`src/rtl/uft_pkg.sv`:
```
package uft_pkg;

  typedef enum logic [2:0] {
    ST_IDLE,
    ST_START,
    ST_DATA,
    ST_PAR,
    ST_STOP
  } tx_state_e;

  // field order matches the control input bit positions
  typedef struct packed {
    logic       brk;
    logic       stick;
    logic       par_sel;
    logic       par_en;
    logic       stop_long;
    logic [1:0] len;
  } frame_cfg_t;

endpackage

```
`src/rtl/uft_parity.sv`:
```
module uft_parity
  import uft_pkg::*;
(
  input  logic [7:0] data_i,
  input  frame_cfg_t cfg_i,
  output logic       par_o
);

  logic [7:0] mask;
  logic       ones_odd;

  always_comb begin
    mask = 8'h1f;
    for (int i = 5; i < 8; i++) begin
      if (int'(cfg_i.len) >= i - 4) mask[i] = 1'b1;
    end
    ones_odd = ^(data_i & mask);
    if (cfg_i.stick) par_o = ~cfg_i.par_sel;
    else if (cfg_i.par_sel) par_o = ones_odd;
    else par_o = ~ones_odd;
  end

endmodule

```
`src/rtl/uft_bit_timer.sv`:
```
module uft_bit_timer #(
  parameter int unsigned CW = 6
) (
  input  logic          clk_i,
  input  logic          rst_ni,
  input  logic          run_i,
  input  logic          clr_i,
  input  logic          tick_i,
  input  logic [CW-1:0] limit_i,
  output logic          done_o
);

  logic [CW-1:0] cnt_q;

  assign done_o = run_i && tick_i && (cnt_q == limit_i - 1'b1);

  always_ff @(posedge clk_i or negedge rst_ni) begin
    if (!rst_ni) cnt_q <= '0;
    else if (clr_i || !run_i) cnt_q <= '0;
    else if (tick_i) cnt_q <= done_o ? '0 : cnt_q + 1'b1;
  end

endmodule

```
`src/rtl/uft_sequencer.sv`:
```
module uft_sequencer
  import uft_pkg::*;
(
  input  logic       clk_i,
  input  logic       rst_ni,
  input  logic       abort_i,
  input  logic       accept_i,
  input  logic       bit_done_i,
  input  logic [7:0] data_i,
  input  frame_cfg_t cfg_i,
  input  logic       par_i,
  output tx_state_e  state_o,
  output frame_cfg_t cfg_o,
  output logic       line_o
);

  tx_state_e  state_q;
  frame_cfg_t cfg_q;
  logic [7:0] shreg_q;
  logic [2:0] idx_q;
  logic       par_q;
  logic [2:0] last_idx;

  assign last_idx = 3'd4 + {1'b0, cfg_q.len};

  always_ff @(posedge clk_i or negedge rst_ni) begin
    if (!rst_ni) begin
      state_q <= ST_IDLE;
      cfg_q   <= '0;
      shreg_q <= '0;
      idx_q   <= '0;
      par_q   <= 1'b0;
    end else if (abort_i) begin
      state_q <= ST_IDLE;
    end else if (accept_i) begin
      state_q <= ST_START;
      cfg_q   <= cfg_i;
      shreg_q <= data_i;
      idx_q   <= '0;
      par_q   <= par_i;
    end else if (bit_done_i) begin
      case (state_q)
        ST_START: state_q <= ST_DATA;
        ST_DATA: begin
          shreg_q <= {1'b0, shreg_q[7:1]};
          if (idx_q == last_idx) state_q <= cfg_q.par_en ? ST_PAR : ST_STOP;
          else idx_q <= idx_q + 1'b1;
        end
        ST_PAR:  state_q <= ST_STOP;
        default: state_q <= ST_IDLE;
      endcase
    end
  end

  always_comb begin
    case (state_q)
      ST_START: line_o = 1'b0;
      ST_DATA:  line_o = shreg_q[0];
      ST_PAR:   line_o = par_q;
      default:  line_o = 1'b1;
    endcase
  end

  assign state_o = state_q;
  assign cfg_o   = cfg_q;

endmodule

```
`src/rtl/uart_frame_tx.sv`:
```
module uart_frame_tx
  import uft_pkg::*;
#(
  parameter int unsigned TICKS_PER_BIT = 16  // even, at least 2
) (
  input  logic       clk_i,
  input  logic       rst_ni,
  input  logic       tick_i,
  input  logic [6:0] ctrl_i,
  input  logic [7:0] data_i,
  input  logic       valid_i,
  output logic       ready_o,
  output logic       tx_o
);

  localparam int unsigned CW       = $clog2(2 * TICKS_PER_BIT + 1);
  localparam int unsigned T_HALF   = TICKS_PER_BIT / 2;
  localparam logic [CW-1:0] LIM_1  = CW'(TICKS_PER_BIT);
  localparam logic [CW-1:0] LIM_15 = CW'(TICKS_PER_BIT + T_HALF);
  localparam logic [CW-1:0] LIM_2  = CW'(2 * TICKS_PER_BIT);

  frame_cfg_t cfg_in, cfg_cur;
  tx_state_e  state;
  logic       accept, bit_done, par_bit, line, brk_q;
  logic [CW-1:0] limit;

  assign cfg_in  = frame_cfg_t'(ctrl_i);
  assign ready_o = (state == ST_IDLE) && !cfg_in.brk;
  assign accept  = valid_i && ready_o;

  always_comb begin
    limit = LIM_1;
    if (state == ST_STOP && cfg_cur.stop_long) limit = (cfg_cur.len == 2'd0) ? LIM_15 : LIM_2;
  end

  uft_parity u_parity (
    .data_i (data_i),
    .cfg_i  (cfg_in),
    .par_o  (par_bit)
  );

  uft_bit_timer #(.CW(CW)) u_timer (
    .clk_i   (clk_i),
    .rst_ni  (rst_ni),
    .run_i   (state != ST_IDLE),
    .clr_i   (accept),
    .tick_i  (tick_i),
    .limit_i (limit),
    .done_o  (bit_done)
  );

  uft_sequencer u_seq (
    .clk_i      (clk_i),
    .rst_ni     (rst_ni),
    .abort_i    (cfg_in.brk),
    .accept_i   (accept),
    .bit_done_i (bit_done),
    .data_i     (data_i),
    .cfg_i      (cfg_in),
    .par_i      (par_bit),
    .state_o    (state),
    .cfg_o      (cfg_cur),
    .line_o     (line)
  );

  always_ff @(posedge clk_i or negedge rst_ni) begin
    if (!rst_ni) brk_q <= 1'b0;
    else brk_q <= cfg_in.brk;
  end

  assign tx_o = brk_q ? 1'b0 : line;

endmodule

```
`config.mk`:
```
export PLATFORM = sky130hd
export DESIGN_NAME = uart_frame_tx
export DESIGN_NICKNAME = d
export VERILOG_FILES = /design/src/rtl/uft_pkg.sv /design/src/rtl/uft_parity.sv /design/src/rtl/uft_bit_timer.sv /design/src/rtl/uft_sequencer.sv /design/src/rtl/uart_frame_tx.sv
export SDC_FILE = /design/constraint.sdc
export NUM_CORES = 1
export LEC_CHECK = 0
export ABC_AREA = 1
export ABC_CLOCK_PERIOD_IN_PS = 2500
export BUFFER_PORTS_ARGS = -buffer_cell sky130_fd_sc_hd__buf_4
export CAP_MARGIN = 20
export CORE_MARGIN = 2
export CORE_UTILIZATION = 59
export DETAILED_ROUTE_END_ITERATION = 10
export PLACE_DENSITY = 0.8
export SLEW_MARGIN = 30
export SYNTH_ARGS = -nofsm -noshare
export SYNTH_HDL_FRONTEND = slang
export SYNTH_HIERARCHICAL = 1
export SYNTH_SLANG_ARGS = --single-unit
export TNS_END_PERCENT = 30
```
`constraint.sdc`:
```
create_clock -name clk_i -period 2.5 [get_ports clk_i]
set_clock_uncertainty 0.15 [all_clocks]
set_input_delay 0.25 -clock clk_i [delete_from_list [all_inputs] [get_ports clk_i]]
set_output_delay 0.25 -clock clk_i [all_outputs]
set_load 0.02 [all_outputs]
```
==> results of run 1 <==
area by class of cell:
| type | count | area [um^2] | share of cell area [%] |
|---|---|---|---|
| clock buffer | 4 | 36.3 | 1.63 |
| multi-input combinational | 200 | 1040 | 46.8 |
| sequential | 26 | 652 | 29.2 |
| timing repair buffer | 28 | 235 | 10.5 |
| tap | 44 | 55.1 | 2.47 |
| inverter | 55 | 209 | 9.37 |
path summary, 6_finish.rpt:
| check | startpoint | to | slack (ns) |
|---|---|---|---|
| worst max-delay path | u_seq/state_o[0] | u_seq/shreg_q[3] | 0.22 |
| worst min-delay path | ctrl_i[1] | u_seq/cfg_o[1] | 0.03 |
| worst max register to register | u_seq/state_o[0] | u_seq/shreg_q[3] | 0.22 |
| worst min register to register | u_seq/par_q | u_seq/par_q | 0.36 |
| max in group asynchronous | rst_ni | u_seq/state_o[0] | 1.71 |
| min in group asynchronous | rst_ni | u_seq/shreg_q[2] | 0.22 |
per-layer routing:
layer,track usage [%],wire [um]
met2,39.9,1970
met5,0,0
met1,32.2,1750
met4,7.14,91
met3,1.92,148
timing repair:
| item | 4_1_cts | 5_1_grt |
|---|---|---|
| hold buffers | 5 | 0 |
| hold endpoints to repair | 30 | 0 |
| setup endpoints to repair | 0 | 11 |
| gates resized for setup | 0 | 5 |
| buffers inserted | 0 | 1 |
registers in the layout (all words and copies together) (netlist names):
register and count:
u_timer/cnt_q 6, u_seq/cfg_o 4, u_seq/shreg_q 8, u_seq/par_q 1, brk_q 1, u_seq/state_o 3, u_seq/idx_q 3
per-stage QoR:
step | setup slack, ns | util, % | instance area, um^2 | hold slack [ns]
global route | 0.00837 | 73.1 | 2230 | 0.0339
global placement | 0.177 | 69.1 | 2110 | 0.0238
CTS | 0.0302 | 72.0 | 2200 | 0.0191
finish | 0.224 | 73.1 | 2230 | 0.0311
detailed placement | 0.0713 | 69.1 | 2110 | 0.0237
floorplan | 0.256 | - | 1910 | -0.196
worst max-delay path: stages (launching register included):
cell	delay, ns
dfrtp_2	0.47
nor2_4	0.13
nand4_1	0.19
nand2_1	0.14
nand2_1	0.07
nand2_1	0.06
nand2_1	0.06
nor2_2	0.09
nand3_2	0.09
inv_1	0.14
nand2_2	0.12
o21ai_4	0.17
buf_12	0.16
o211ai_1	0.08
o21ai_0	0.09
power by group through the flow:
stage          Clock (mW)  Combinational (mW)  Sequential (mW)
2_1_floorplan           0               0.162            0.506
3_3_place_gp            0               0.224            0.512
3_5_place_dp            0               0.229            0.515
4_1_cts             0.213               0.236            0.507
5_1_grt             0.230               0.278            0.515
6_report            0.204               0.243            0.506
==> flow_metrics.tcl, run 1 <==
set metrics [dict create \
    port-buffer-count 20 \
    clock_insertion_delay_worst_skew_ns 0.31 \
    post-layout-total-power_mw 0.952 \
    placedCellCount 347 \
    worstPathArrival_ns 2.36 \
    power.ir.vdd_worst_uv 298 \
    fp.dieW_um 60.5 \
    p_sw_share_pct 30.5 \
    gp_congestion 0.859 \
    timing_worst_slew_pin_value_ns 0.700 \
    syn-instance-count 276 \
    fin_tns_setup_ns 0 \
    timing.fmax_mhz 439 \
    powerDensity_nw_per_um2 427 \
    run_status "complete, no violations" \
    grt_first_pass_wirelength_um 6560 \
    yosysWarningCount 6 \
    most-common-layout-cells "nand2_1 (92), inv_1 (49), dfrtp_1 (25)" \
    fin_crit_ns 2.28 \
    timing.final.max_slew_violations 0 \
    fin_nets 336 \
    pin_count_of_the_biggest_net_entering_global_routing 27 \
    final-instance-count-excl-fill 357 \
    number_of_global_route_vias_before_repair 1563 \
    rows 20 \
    worstSetupEndpointType "flip-flop" \
    seq_power_share_pct 53.1 \
    drt_pre_antenna_iters 4 \
    critPathLaunchType "flip-flop" \
    syn2layout_area_growth_pct 18.6 \
    critPathRequiredTime_ns 2.59 \
    timing.max_cap.violations 0 \
    wire_per_inst_um 11.1 \
    core_region_area_um2 3050 \
    count_of_nets_left_with_antenna_violations_after_detail_routing 0 \
    initial_core_utilization_pct 61.6 \
    hpwl_um 2950 \
    timing_hold_violations_final 0 \
    min_path_type "primary input to flip-flop" \
    clk_transition_reported_paths_ns 0.13 \
    cell_internal_pwr_mw 0.661 \
    globalRoute.totalOverflow 0 \
    insertedDiodeCount 0 \
    drt-vias-per-instance 4.97 \
    share_of_post_route_cells_with_drive_strength_above_1_pct 17.9 \
    cts_tree "built" \
    number_of_setup_violations_in_the_final_report 0 \
    cellLeakagePower_nw 1.23 \
    die_height_um 60.5 \
    wirelength_um 3960 \
    number_of_instances_on_the_worst_hold_path 3 \
    synth_area_um2 1880 \
    ioPinCount 21 \
    global_route_usage_over_all_layers_pct 23.4 \
    grt_antenna_before_repair 0 \
    clkSinkCount 26 \
    cts_inserted_buffers 3 \
    headroom_to_the_max_slew_limit_pct 53.2 \
    avgSynthCellArea_um2 6.82 \
    reg2reg_depth 14 \
    cts_root_buffer "clkbuf_4" \
    cts.htree.levels 1 \
    n_fill_cell 280 \
    setup_repair_after_global_routing_missed_its_margin "false" \
    crit_type "flip-flop to flip-flop" \
    vias 1775 \
    fin_crit_sh_pct 91.1 \
    power.net_switching_mw 0.291 \
    cts-root-to-sink-buffers 2 \
    power.combinational.fraction_pct 25.5 \
    drc_errors 0 \
    layout_commonest_cell "nand2_1" \
    detail_route.iter0.violations 90 \
    die_area_um2 3660 \
    clock_power_share_pct 21.4 \
    crit_path_max_fanout 15 \
]
Note: power is estimated with default switching activity, not from simulation.
==> inputs of run 2 (changes only) <==
--- a/config.mk
+++ b/config.mk
@@ -10,9 +10,10 @@
 export BUFFER_PORTS_ARGS = -buffer_cell sky130_fd_sc_hd__buf_4
 export CAP_MARGIN = 20
 export CORE_MARGIN = 2
-export CORE_UTILIZATION = 59
+export CORE_UTILIZATION = 49
 export DETAILED_ROUTE_END_ITERATION = 10
-export PLACE_DENSITY = 0.8
+export GPL_ROUTABILITY_DRIVEN = 0
+export PLACE_DENSITY = 0.68
 export SLEW_MARGIN = 30
 export SYNTH_ARGS = -nofsm -noshare
 export SYNTH_HDL_FRONTEND = slang
==> run 2 against run 1 <==
Against the previous run:
- non-clock buffer count fell by 3
- first-iteration DRC count decreased by 33%
- maximum frequency decreased by 0.54%
- global-route usage down 3.8 points
- critical path type unchanged
==> flow_metrics.tcl, run 2 (same netlist as run 1, synthesis figures left out) <==
set metrics [dict create \
    n_fill_cell 370 \
    sequential_cell_area_um2 651 \
    post_dp_cell_area_um2 2120 \
    most-common-layout-cells "nand2_1 (93), inv_1 (49), dfrtp_1 (26)" \
    number_of_instances_on_the_worst_hold_path 3 \
    number_of_global_route_vias_before_repair 1580 \
    fin_tns_setup_ns 0 \
    cts_root_buffer "clkbuf_8" \
    clock_insertion_delay_worst_skew_ns 0.26 \
    dp_worst_setup_slack_ns 0.0666 \
    drt-vias-per-instance 4.71 \
    grt_antenna_before_repair 0 \
    ioPinCount 21 \
    clkSinkCount 26 \
    core_region_area_um2 3690 \
    timing_worst_slew_pin_value_ns 0.694 \
    run_status "complete, no violations" \
    post-layout-total-power_mw 0.975 \
    crit_path_max_fanout 15 \
    global_route_usage_over_all_layers_pct 19.6 \
    reg2reg_depth 14 \
    detail_route.iter0.violations 60 \
    setup_slack_ns 0.211 \
    worst_hold_slack_ns 0.0296 \
    power.ir.vdd_worst_uv 261 \
    worst_r2r_startpoint "u_seq/state_o[0]" \
    timing.critical_path.cells "nor2_4, nand4_1, nand2_1, nand2_1, nand2_1, nand2_1, nor2_2, nand3_2, inv_1, nand2_1, o21ai_4, buf_12, o211ai_1, o21ai_0" \
    rows 22 \
    clk_transition_reported_paths_ns 0.09 \
    crit_type "flip-flop to flip-flop" \
    largest_reg_flops 8 \
    syn2layout_area_growth_pct 17.0 \
    share_of_post_route_cells_with_drive_strength_above_1_pct 17.2 \
    critical_path.n_buffers_inverters 2 \
    worstSetupEndpointType "flip-flop" \
    fp.dieW_um 66.0 \
    timing.final.max_slew_violations 0 \
    vias 1682 \
    count_of_nets_left_with_antenna_violations_after_detail_routing 0 \
    worst_hold_path.endpoint "u_seq/cfg_o[3]" \
    initial_core_utilization_pct 51.0 \
    wire_per_inst_um 10.5 \
    fin_nets 333 \
    timing.fmax_mhz 437 \
    most_frequent_cp_cell "nand2_1" \
    pin_count_of_the_biggest_net_entering_global_routing 27 \
    critPathRequiredTime_ns 2.54 \
    r2r_slack_ns 0.21 \
    layout_commonest_cell "nand2_1" \
    timing_hold_violations_final 0 \
    registers.top_by_ff_count "u_seq/shreg_q" \
    globalRoute.totalOverflow 0 \
    critical_path.top_delay_family "simple AND/OR/NAND/NOR gates" \
    setup.worst_path.start "u_seq/state_o[0]" \
    cellLeakagePower_nw 1.22 \
    grt_first_pass_wirelength_um 6690 \
    hpwl_um 2920 \
    die_area_um2 4350 \
    drt_pre_antenna_iters 4 \
    min_path_type "primary input to flip-flop" \
    cts_inserted_buffers 3 \
    timing.max_cap.violations 0 \
    die_height_um 66.0 \
    powerDensity_nw_per_um2 443 \
    headroom_to_the_max_slew_limit_pct 53.6 \
    min-delay-start "ctrl_i[3]" \
    critPathLaunchType "flip-flop" \
    multi_input_area_um2 1040 \
    slowest_delay_ns 0.45 \
    port-buffer-count 20 \
    number_of_setup_violations_in_the_final_report 0 \
    finish.instance_area_um2 2200 \
    cts_tree "built" \
    fin_crit_sh_pct 91.6 \
    worstPathArrival_ns 2.33 \
    crit-reg2reg-capture "u_seq/shreg_q[3]" \
    fin_crit_ns 2.29 \
    critical-path-slowest-cell "dfrtp_1" \
    cts.htree.levels 1 \
    wirelength_um 3730 \
    insertedDiodeCount 0 \
    cts-root-to-sink-buffers 2 \
    drc_errors 0 \
]
## run 2: metrics by stage
stage	std cells	util [%]
finish	357	59.7
global route	357	59.7
CTS	356	59.0
detailed placement	351	57.4
global placement	351	57.4
floorplan	284	-
## run 2: per-layer routing
| layer | track usage (%) | share of wire, % | up-vias |
|---|---|---|---|
| met1 | 27.0 | 51 | 742 |
| li1 | - | - | 913 |
| met3 | 2.04 | 2.6 | 2 |
| met5 | 0 | 0 | - |
| met4 | 5.36 | 0.67 | 0 |
| met2 | 33.0 | 46 | 25 |
## run 2: tightest hold or removal path, stage by stage
cell     delay [ns]
buf_4          0.07
nand2_1        0.04
nand2_1        0.05
## run 2: how the worst max path moves through the flow
stage                                  end  slack (ns)  cells past startpoint
after floorplan           u_seq/shreg_q[5]        0.26                     14
after global placement    u_seq/shreg_q[3]        0.15                     13
after detailed placement  u_seq/shreg_q[3]        0.07                     13
after global routing      u_seq/shreg_q[1]      -0.005                     13
final                     u_seq/shreg_q[3]        0.21                     14
after CTS                 u_seq/shreg_q[3]        0.04                     13
## run 2: power by group
group | switching (mW) | total [mW] | internal (mW)
sequential | 0.0318 | 0.507 | 0.475
clock | 0.123 | 0.231 | 0.108
combinational | 0.142 | 0.237 | 0.0946
## run 2: area by class of cell
class / instances / share of cell area [%]
Sequential cell: 26 / 29.5
Timing Repair Buffer: 25 / 9.32
Inverter: 55 / 9.49
Clock buffer: 3 / 1.88
Multi-Input combinational cell: 200 / 47.0
Tap cell: 48 / 2.73
## run 2: repair_timing
action                     in CTS  in global routing
hold endpoints to repair       27                  0
hold buffers                    2                  0
gates resized for setup         0                  2
buffers inserted                0                  1
setup endpoints to repair       0                 11
==> inputs of run 3 (changes only) <==
--- a/config.mk
+++ b/config.mk
@@ -6,9 +6,10 @@
 export NUM_CORES = 1
 export LEC_CHECK = 0
 export ABC_AREA = 1
-export ABC_CLOCK_PERIOD_IN_PS = 2500
+export ABC_CLOCK_PERIOD_IN_PS = 2900
 export BUFFER_PORTS_ARGS = -buffer_cell sky130_fd_sc_hd__buf_4
 export CAP_MARGIN = 20
+export CORE_ASPECT_RATIO = 0.7
 export CORE_MARGIN = 2
 export CORE_UTILIZATION = 49
 export DETAILED_ROUTE_END_ITERATION = 10
==> constraint.sdc (replaced) <==
create_clock -name clk_i -period 2.9 [get_ports clk_i]
set_clock_uncertainty 0.15 [all_clocks]
set_input_delay 0.29 -clock clk_i [delete_from_list [all_inputs] [get_ports clk_i]]
set_output_delay 0.29 -clock clk_i [all_outputs]
set_load 0.02 [all_outputs]
==> run 3 against run 2 <==
Against the previous run:
- routed wire length rose by 3.5%
- die area up 0.19%
- clock power barely moved
- utilization up 1.2 points
- worst hold slack improved by 0.0030 ns
- total power is 10% lower
- cell area is 0.28% lower
- first-iteration DRC count grew 100%
- critical endpoint is now u_seq/idx_q[1]
- flip-flop and latch count stayed put
- non-clock buffer count decreased by 2
- critical path depth up 1
- setup slack improved by 0.14 ns
==> flow_metrics.tcl, run 3 (same netlist as run 1, synthesis figures left out) <==
set metrics [dict create \
    most-common-layout-cells "nand2_1 (93), inv_1 (49), dfrtp_1 (26)" \
    globalRoute.totalOverflow 0 \
    die_area_um2 4360 \
    layout_commonest_cell "nand2_1" \
    fin_tns_setup_ns 0 \
    global_route_usage_over_all_layers_pct 20.4 \
    syn2layout_area_growth_pct 16.7 \
    fin_crit_sh_pct 87.8 \
    headroom_to_the_max_slew_limit_pct 43.8 \
    insertedDiodeCount 0 \
    timing.final.max_slew_violations 0 \
    hpwl_um 3140 \
    critPathRequiredTime_ns 2.96 \
    worst_hold_slack_ns 0.0326 \
    registers.top_by_ff_count "u_seq/shreg_q" \
    grt_first_pass_wirelength_um 7130 \
    clock_insertion_delay_worst_skew_ns 0.27 \
    finish.instance_area_um2 2200 \
    min_path_type "primary input to flip-flop" \
    timing.max_cap.violations 0 \
    setup_repair_after_global_routing_missed_its_margin "false" \
    detail_route.iter0.violations 122 \
    dp_worst_setup_slack_ns 0.317 \
    number_of_global_route_vias_before_repair 1520 \
    cellLeakagePower_nw 1.22 \
    ioPinCount 21 \
    count_of_nets_left_with_antenna_violations_after_detail_routing 0 \
    fp.dieW_um 78.1 \
    critPathLaunchType "flip-flop" \
    grt_antenna_before_repair 0 \
    fin_nets 331 \
    drt_pre_antenna_iters 5 \
    crit_type "flip-flop to flip-flop" \
    setup_slack_ns 0.354 \
    cts_tree "built" \
    rows 18 \
    run_status "complete, no violations" \
    number_of_instances_on_the_worst_hold_path 1 \
    port-buffer-count 20 \
    wirelength_um 3860 \
    largest_reg_flops 8 \
    number_of_setup_violations_in_the_final_report 0 \
    core_region_area_um2 3600 \
    timing.fmax_mhz 393 \
    share_of_post_route_cells_with_drive_strength_above_1_pct 16.6 \
    cts_root_buffer "clkbuf_8" \
    post_dp_cell_area_um2 2100 \
    cts-root-to-sink-buffers 2 \
    die_height_um 55.9 \
    crit_path_max_fanout 7 \
    reg2reg_depth 15 \
    timing_hold_violations_final 0 \
    wire_per_inst_um 10.8 \
    cts.htree.levels 1 \
    initial_core_utilization_pct 52.2 \
    powerDensity_nw_per_um2 397 \
    cts_inserted_buffers 3 \
    vias 1685 \
    fin_crit_ns 2.55 \
    drt-vias-per-instance 4.71 \
    power.ir.vdd_worst_uv 305 \
    clkSinkCount 26 \
    drc_errors 0 \
    worstPathArrival_ns 2.61 \
    clk_transition_reported_paths_ns 0.08 \
    timing_worst_slew_pin_value_ns 0.842 \
    worstSetupEndpointType "flip-flop" \
    pin_count_of_the_biggest_net_entering_global_routing 27 \
]
-- run 3: cell types whose count changed in the layout (fill, tap and decap cells not counted), sizes merged --
cell and delta:
clkbuf +1, dlygate4sd3 -1, buf -1
-- run 3: critical path, cell delays in order (launching register included) --
cell and delay, ns:
dfrtp_1 0.46, nor2_4 0.19, nand3_2 0.09, nor2_1 0.25, nand2_1 0.09, nand2_1 0.06
nand2_1 0.06, a21oi_2 0.12, nand3_2 0.14, inv_1 0.14, nand2_1 0.13, nor2_1 0.23
nand2_1 0.11, nand2_1 0.10, nand3_1 0.07, nand2_1 0.08
-- run 3: final cells by class --
class | count | area (um^2)
timing repair buffer | 23 | 188
inverter | 55 | 209
fill | 346 | 1410
clock buffer | 4 | 55.1
sequential | 26 | 651
tap | 50 | 62.6
multi-input combinational | 200 | 1030
-- run 3: final timing paths --
| kind | from | to | slack [ns] |
|---|---|---|---|
| worst max-delay path | u_seq/state_o[1] | u_seq/idx_q[1] | 0.35 |
| worst min-delay path | ctrl_i[6] | brk_q | 0.03 |
| worst max register to register | u_seq/state_o[1] | u_seq/idx_q[1] | 0.35 |
| worst min register to register | u_seq/par_q | u_seq/par_q | 0.37 |
| max in group asynchronous | rst_ni | u_timer/cnt_q[3] | 2.04 |
| min in group asynchronous | rst_ni | u_seq/cfg_o[1] | 0.31 |
-- run 3: report_power, final --
part / total [mW] / leakage [nW] / internal [mW] / switching (mW)
Sequential: 0.439 / 0.335 / 0.410 / 0.0288
Clock: 0.228 / 0.0288 / 0.121 / 0.107
Combinational: 0.205 / 0.858 / 0.0812 / 0.124
-- run 3: timing repair --
item	CTS	global route
resized for setup	0	0
hold endpoints to repair	26	0
setup buffers	0	2
hold buffers	1	0
endpoints found under the setup margin	0	5
-- run 3: through the flow --
step	cells	total power, mW	util [%]
after floorplan	284	0.576	-
after global placement	351	0.639	58.4
after detailed placement	351	0.645	58.4
after CTS	356	0.879	60.2
after global routing	358	0.941	60.9
final	358	0.872	60.9
-- run 3: per-layer routing --
metal | track usage, % | vias to the layer above | share of wire [%]
met4 | 3.01 | 0 | 0.78
met1 | 34.3 | 719 | 58
met2 | 26.2 | 44 | 36
li1 | - | 918 | -
met5 | 0 | - | 0
met3 | 4.71 | 4 | 5.8
